==> src/rtl/dds_cal_sequencer.sv <==
module dds_cal_sequencer #(
  parameter int N_CH       = 8,
  parameter bit SEL_ONEHOT = 1'b0,
  parameter int SLOT_CYC   = 5,
  parameter int CAL_CYC    = 30000,
  parameter int ADDR_W     = 8,
  parameter int DATA_W     = 16,
  localparam int CH_W      = (N_CH > 1) ? $clog2(N_CH) : 1
) (
  input  logic              clk,
  input  logic              rst_n,
  input  logic              start,
  input  logic [CH_W-1:0]   chan,
  output logic [ADDR_W-1:0] bus_addr,
  output logic [DATA_W-1:0] bus_wdata,
  output logic              bus_we,
  input  logic              bus_rdy,
  output logic              busy,
  output logic              done
);

  localparam int CMAX  = (SLOT_CYC > CAL_CYC) ? SLOT_CYC : CAL_CYC;
  localparam int CNT_W = $clog2(CMAX + 1);
  localparam logic [3:0] LAST_STEP = 4'd8;
  localparam logic [3:0] CAL_STEP  = 4'd6;

  localparam logic [ADDR_W-1:0] A_CFG_LO = ADDR_W'(8'h01);
  localparam logic [ADDR_W-1:0] A_CFG_HI = ADDR_W'(8'h03);
  localparam logic [ADDR_W-1:0] A_CAL    = ADDR_W'(8'h0f);
  localparam logic [ADDR_W-1:0] A_UPD    = ADDR_W'(8'h80);
  localparam logic [ADDR_W-1:0] A_GPIO   = ADDR_W'(8'h81);

  typedef enum logic [1:0] {S_IDLE, S_WR, S_GAP, S_CAL} st_t;

  st_t              st;
  logic [3:0]       step;
  logic [CNT_W-1:0] cnt;
  logic [CH_W-1:0]  ch_q;
  logic [DATA_W-1:0] sel;

  generate
    if (SEL_ONEHOT) begin : g_onehot
      assign sel = (DATA_W'(1) << ch_q) << 1;
    end else begin : g_binary
      assign sel = DATA_W'(ch_q) << 1;
    end
  endgenerate

  assign bus_we = (st == S_WR);
  assign busy   = (st != S_IDLE);

  always_comb begin
    bus_addr  = A_UPD;
    bus_wdata = '0;
    case (step)
      4'd0, 4'd2: begin bus_addr = A_GPIO;   bus_wdata = sel; end
      4'd1:       begin bus_addr = A_GPIO;   bus_wdata = sel | DATA_W'(1); end
      4'd3:       begin bus_addr = A_CFG_LO; bus_wdata = DATA_W'(16'h0008); end
      4'd4:       begin bus_addr = A_CFG_HI; bus_wdata = '0; end
      4'd5:       begin bus_addr = A_CAL;    bus_wdata = DATA_W'(16'h0105); end
      4'd7:       begin bus_addr = A_CAL;    bus_wdata = DATA_W'(16'h0005); end
      default:    begin bus_addr = A_UPD;    bus_wdata = '0; end
    endcase
  end

  always_ff @(posedge clk or negedge rst_n) begin
    if (!rst_n) begin
      st   <= S_IDLE;
      step <= '0;
      cnt  <= '0;
      ch_q <= '0;
      done <= 1'b0;
    end else begin
      done <= 1'b0;
      case (st)
        S_IDLE: if (start) begin
          ch_q <= chan;
          step <= '0;
          st   <= S_WR;
        end
        S_WR: if (bus_rdy) begin
          cnt <= '0;
          st  <= S_GAP;
        end
        S_GAP: if (cnt == CNT_W'(SLOT_CYC - 2)) begin
          cnt <= '0;
          if (step == LAST_STEP) begin
            st   <= S_IDLE;
            done <= 1'b1;
          end else begin
            step <= step + 4'd1;
            st   <= (step == CAL_STEP) ? S_CAL : S_WR;
          end
        end else begin
          cnt <= cnt + CNT_W'(1);
        end
        S_CAL: if (cnt == CNT_W'(CAL_CYC - 1)) begin
          cnt <= '0;
          st  <= S_WR;
        end else begin
          cnt <= cnt + CNT_W'(1);
        end
        default: st <= S_IDLE;
      endcase
    end
  end

endmodule

==> config.mk <==
export PLATFORM = sky130hd
export DESIGN_NAME = dds_cal_sequencer
export DESIGN_NICKNAME = d
export VERILOG_FILES = /design/src/rtl/dds_cal_sequencer.sv
export SDC_FILE = /design/constraint.sdc
export NUM_CORES = 1
export LEC_CHECK = 0
export BUFFER_PORTS_ARGS = -buffer_cell sky130_fd_sc_hd__buf_2
export CORE_UTILIZATION = 45
export CTS_CLUSTER_SIZE = 8
export DETAILED_ROUTE_END_ITERATION = 10
export HOLD_SLACK_MARGIN = 0.02
export PLACE_DENSITY = 0.76
export SLEW_MARGIN = 20
export SYNTH_ARGS = -nofsm -noshare
export SYNTH_HDL_FRONTEND = slang
export SYNTH_SLANG_ARGS = --single-unit
==> constraint.sdc <==
create_clock -name clk -period 5.7 [get_ports clk]
set_input_delay 0 -clock clk [delete_from_list [all_inputs] [get_ports clk]]
set_output_delay 0 -clock clk [all_outputs]
set_load 0.01 [all_outputs]
==> impl_metrics.ini <==
[synth]
yosysWarningCount = 0
synthesis.area_sq_um = 1840
synth-simple-area-share_pct = 24.2
synthArstFlopShare_pct = 100
yosys.cell_types.count = 40
dominantRegCellSynth = dfrtp_1
synth-edff-count = 0
synthMuxAreaShare_pct = 5.70
post-synth-top-count-cell = dfrtp_1
yosysSeqAreaShare_pct = 33.9
yosys_register_bits = 25
netlist_top_cells_count = dfrtp_1 (25), nand2_1 (22), buf_4 (15)
synth_xor_area_share_pct = 0
synthTopCellsByArea = dfrtp_1 (34%), ha_1 (7.5%), buf_4 (6.1%)
synth_top_family_by_area = simple AND/OR/NAND/NOR gates
postSynthCellCount = 213
synth_compound_area_share_pct = 17.6
yosys.area.top_type = dfrtp_1
avgSynthCellArea_sq_um = 8.65
synth_top_area_share_pct = 33.9
synth_fa_ha_area_share_pct = 7.47

[drt]
first_pass_iters = 4
via_count = 1579
drc_errors = 0
via_per_inst = 5.70
routed_wl_mm = 3.98
wl_per_cell_um = 14.4
drt_iter0_drc = 79
postRouteAntennaNets = 0

[die]
die_w_um = 66.0
top_level_ports = 34
num_rows = 22
start_util_pct = 48.5
dieArea_sq_um = 4360
die_h_um = 66.0
fp.coreArea_sq_um = 3800

[clocking]
cts_buffer_depth = 2
clk_latency_ns = 0.27
cts_buffers = 3
cts_tree = yes
cts_resized = 0
clkTransAtPathRegs_ns = 0.09
clock_sinks = 25
cts_root_buffer = clkbuf_8
htree_num_levels = 1

[power]
p_per_area_nw_per_um2 = 149
p_total_uw = 295
p_leak_uw = 0.000817
irDropWorstVdd_mv = 0.0853

[global_route]
grt_start_max_net_pins = 26
grt_pass1_vias = 1469
antenna_found_initial = 0
grt_pass1_wl_mm = 6.83
grtUsageTotal_pct = 20.4
grt.overflow.total = 0

[sta]
relSlewSlack_pct = 43.2
period_minus_slack_ns = 2.72
grt_setup_unrepaired = false
clock.fmax_ghz = 0.367
finClkSkew_ns = 0.00568
tightest_slew_ns = 0.851
finalCritPeriodShare_pct = 47.7
setup_viol = 0
hold_violations = 0
slew_viol_final = 0
tns_ns = 0

[run_status]
status = finished clean

[setup_path]
arrival_ns = 2.83
worstPathCellList = ha_1 -> or4b_4 -> o41a_4 -> nor2_1 -> o221ai_1
cp_max_fo = 17
cp.required_ns = 5.81
worst-setup-path-type = register to register
crit_path_end_kind = register
cpMaxStageDelayCell = nor2_1
start_kind = register
cpPeakStageDelay_ns = 0.64

[cells_and_area]
final_util_pct = 52.2
antennaDiodeCount = 0
nNetsFinal = 248
nFillCells = 356
drive_gt1_share_pct = 14.4
synthToLayoutAreaGrowth_pct = 7.67

[min_path]
min_path_type = primary input to register

[flow_run]
drv_cap = 0

[placed_design]
io_buffers = 19
place_hpwl_mm = 2.80
place_congestion = 0.843
-- repair_timing --
action                    4_1_cts  5_1_grt
buffers inserted                0        0
hold endpoints to repair       28        0
hold buffers                    4        0
-- stage by stage --
step	cell area (sq um)	std cells	hold WS [ns]	setup WS (ns)
floorplan	1890	226	-0.296	3.35
global placement	1900	269	0.0132	3.04
detailed placement	1900	269	0.0212	2.96
CTS	1980	277	0.124	2.94
global route	1980	277	0.155	2.83
finish	1980	277	0.129	2.98
-- critical path: cells and delay by family (launching register included) --
family                     cells  cell delay (ns)
DFF                            1             0.43
AOI/OAI and AO/OA              2             0.84
adders and majority gates      1             0.18
and+or+nand+nor                2             1.11
-- cell families (layout without fill, tap and decap cells) --
logic type / count (synthesis) / in the layout
flops: 25 / 25
mux: 10 / 10
simple gates: 82 / 82
buf+inv: 38 / 41
compound gates: 46 / 46
fa+ha+maj: 11 / 11
other cells: 1 / 14
-- report_power, final --
group	internal, uW	switching, uW	total [uW]
clock	50.0	56.1	106
sequential	177	0	177
combinational	3.27	8.61	11.9
-- cell usage in the layout (no fill, tap or decap), types with 2 or more instances in the layout --
cell type	netlist	final
nor3_1	10	10
nor2_1	11	11
mux2i_1	6	6
ha_1	11	11
o31ai_1	4	4
nor4_1	6	6
dfrtp_1	25	25
nor3b_1	2	2
dlygate4sd3_1	0	4
nand4_1	5	5
a21oi_1	6	6
o21ai_0	13	13
o2111ai_1	4	4
conb_1	1	14
or2_2	4	4
inv_1	14	14
o211ai_1	9	9
or4_1	3	3
a21boi_1	2	2
nand2_1	22	22
or3_1	2	2
buf_2	1	19
clkbuf_8	0	3
nand3_1	7	7
mux2_2	4	4
nand2b_1	4	4
-- final cells by class --
| cell class | count | area (sq um) | area share (%) |
|---|---|---|---|
| Clock buffer | 4 | 45.0 | 2.27 |
| Multi-Input combinational cell | 163 | 1070 | 53.7 |
| Tap cell | 48 | 60.1 | 3.03 |
| Sequential cell | 25 | 626 | 31.5 |
| Inverter | 14 | 52.6 | 2.65 |
| Timing Repair Buffer | 23 | 135 | 6.81 |
-- flip-flops by register name, summed over array words and instances (netlist names) --
signal and cells:
ch_q 3, cnt 15, done 1, st 2, step 4
-- final timing paths --
path	start	endpoint	slack [ns]	depth (start not counted)
worst max-delay path	cnt[0]$_DFFE_PN0P_	cnt[7]$_DFFE_PN0P_	2.98	5
worst min-delay path	start	step[3]$_DFFE_PN0P_	0.13	3
worst max register to register	cnt[0]$_DFFE_PN0P_	cnt[7]$_DFFE_PN0P_	2.98	5
worst min register to register	ch_q[1]$_DFFE_PN0P_	ch_q[1]$_DFFE_PN0P_	0.52	1
max in group asynchronous	rst_n	cnt[8]$_DFFE_PN0P_	5.04	2
min in group asynchronous	rst_n	ch_q[1]$_DFFE_PN0P_	0.29	2
-- metal layers --
metal / vias up / share of wire, % / global-route usage, %
met2: 45 / 47 / 31.0
met3: 6 / 4.0 / 2.59
met4: 0 / 2.2 / 10.1
met1: 754 / 47 / 28.4
li1: 774 / - / -
met5: - / 0 / 0
(Power assumes the default switching activity.)
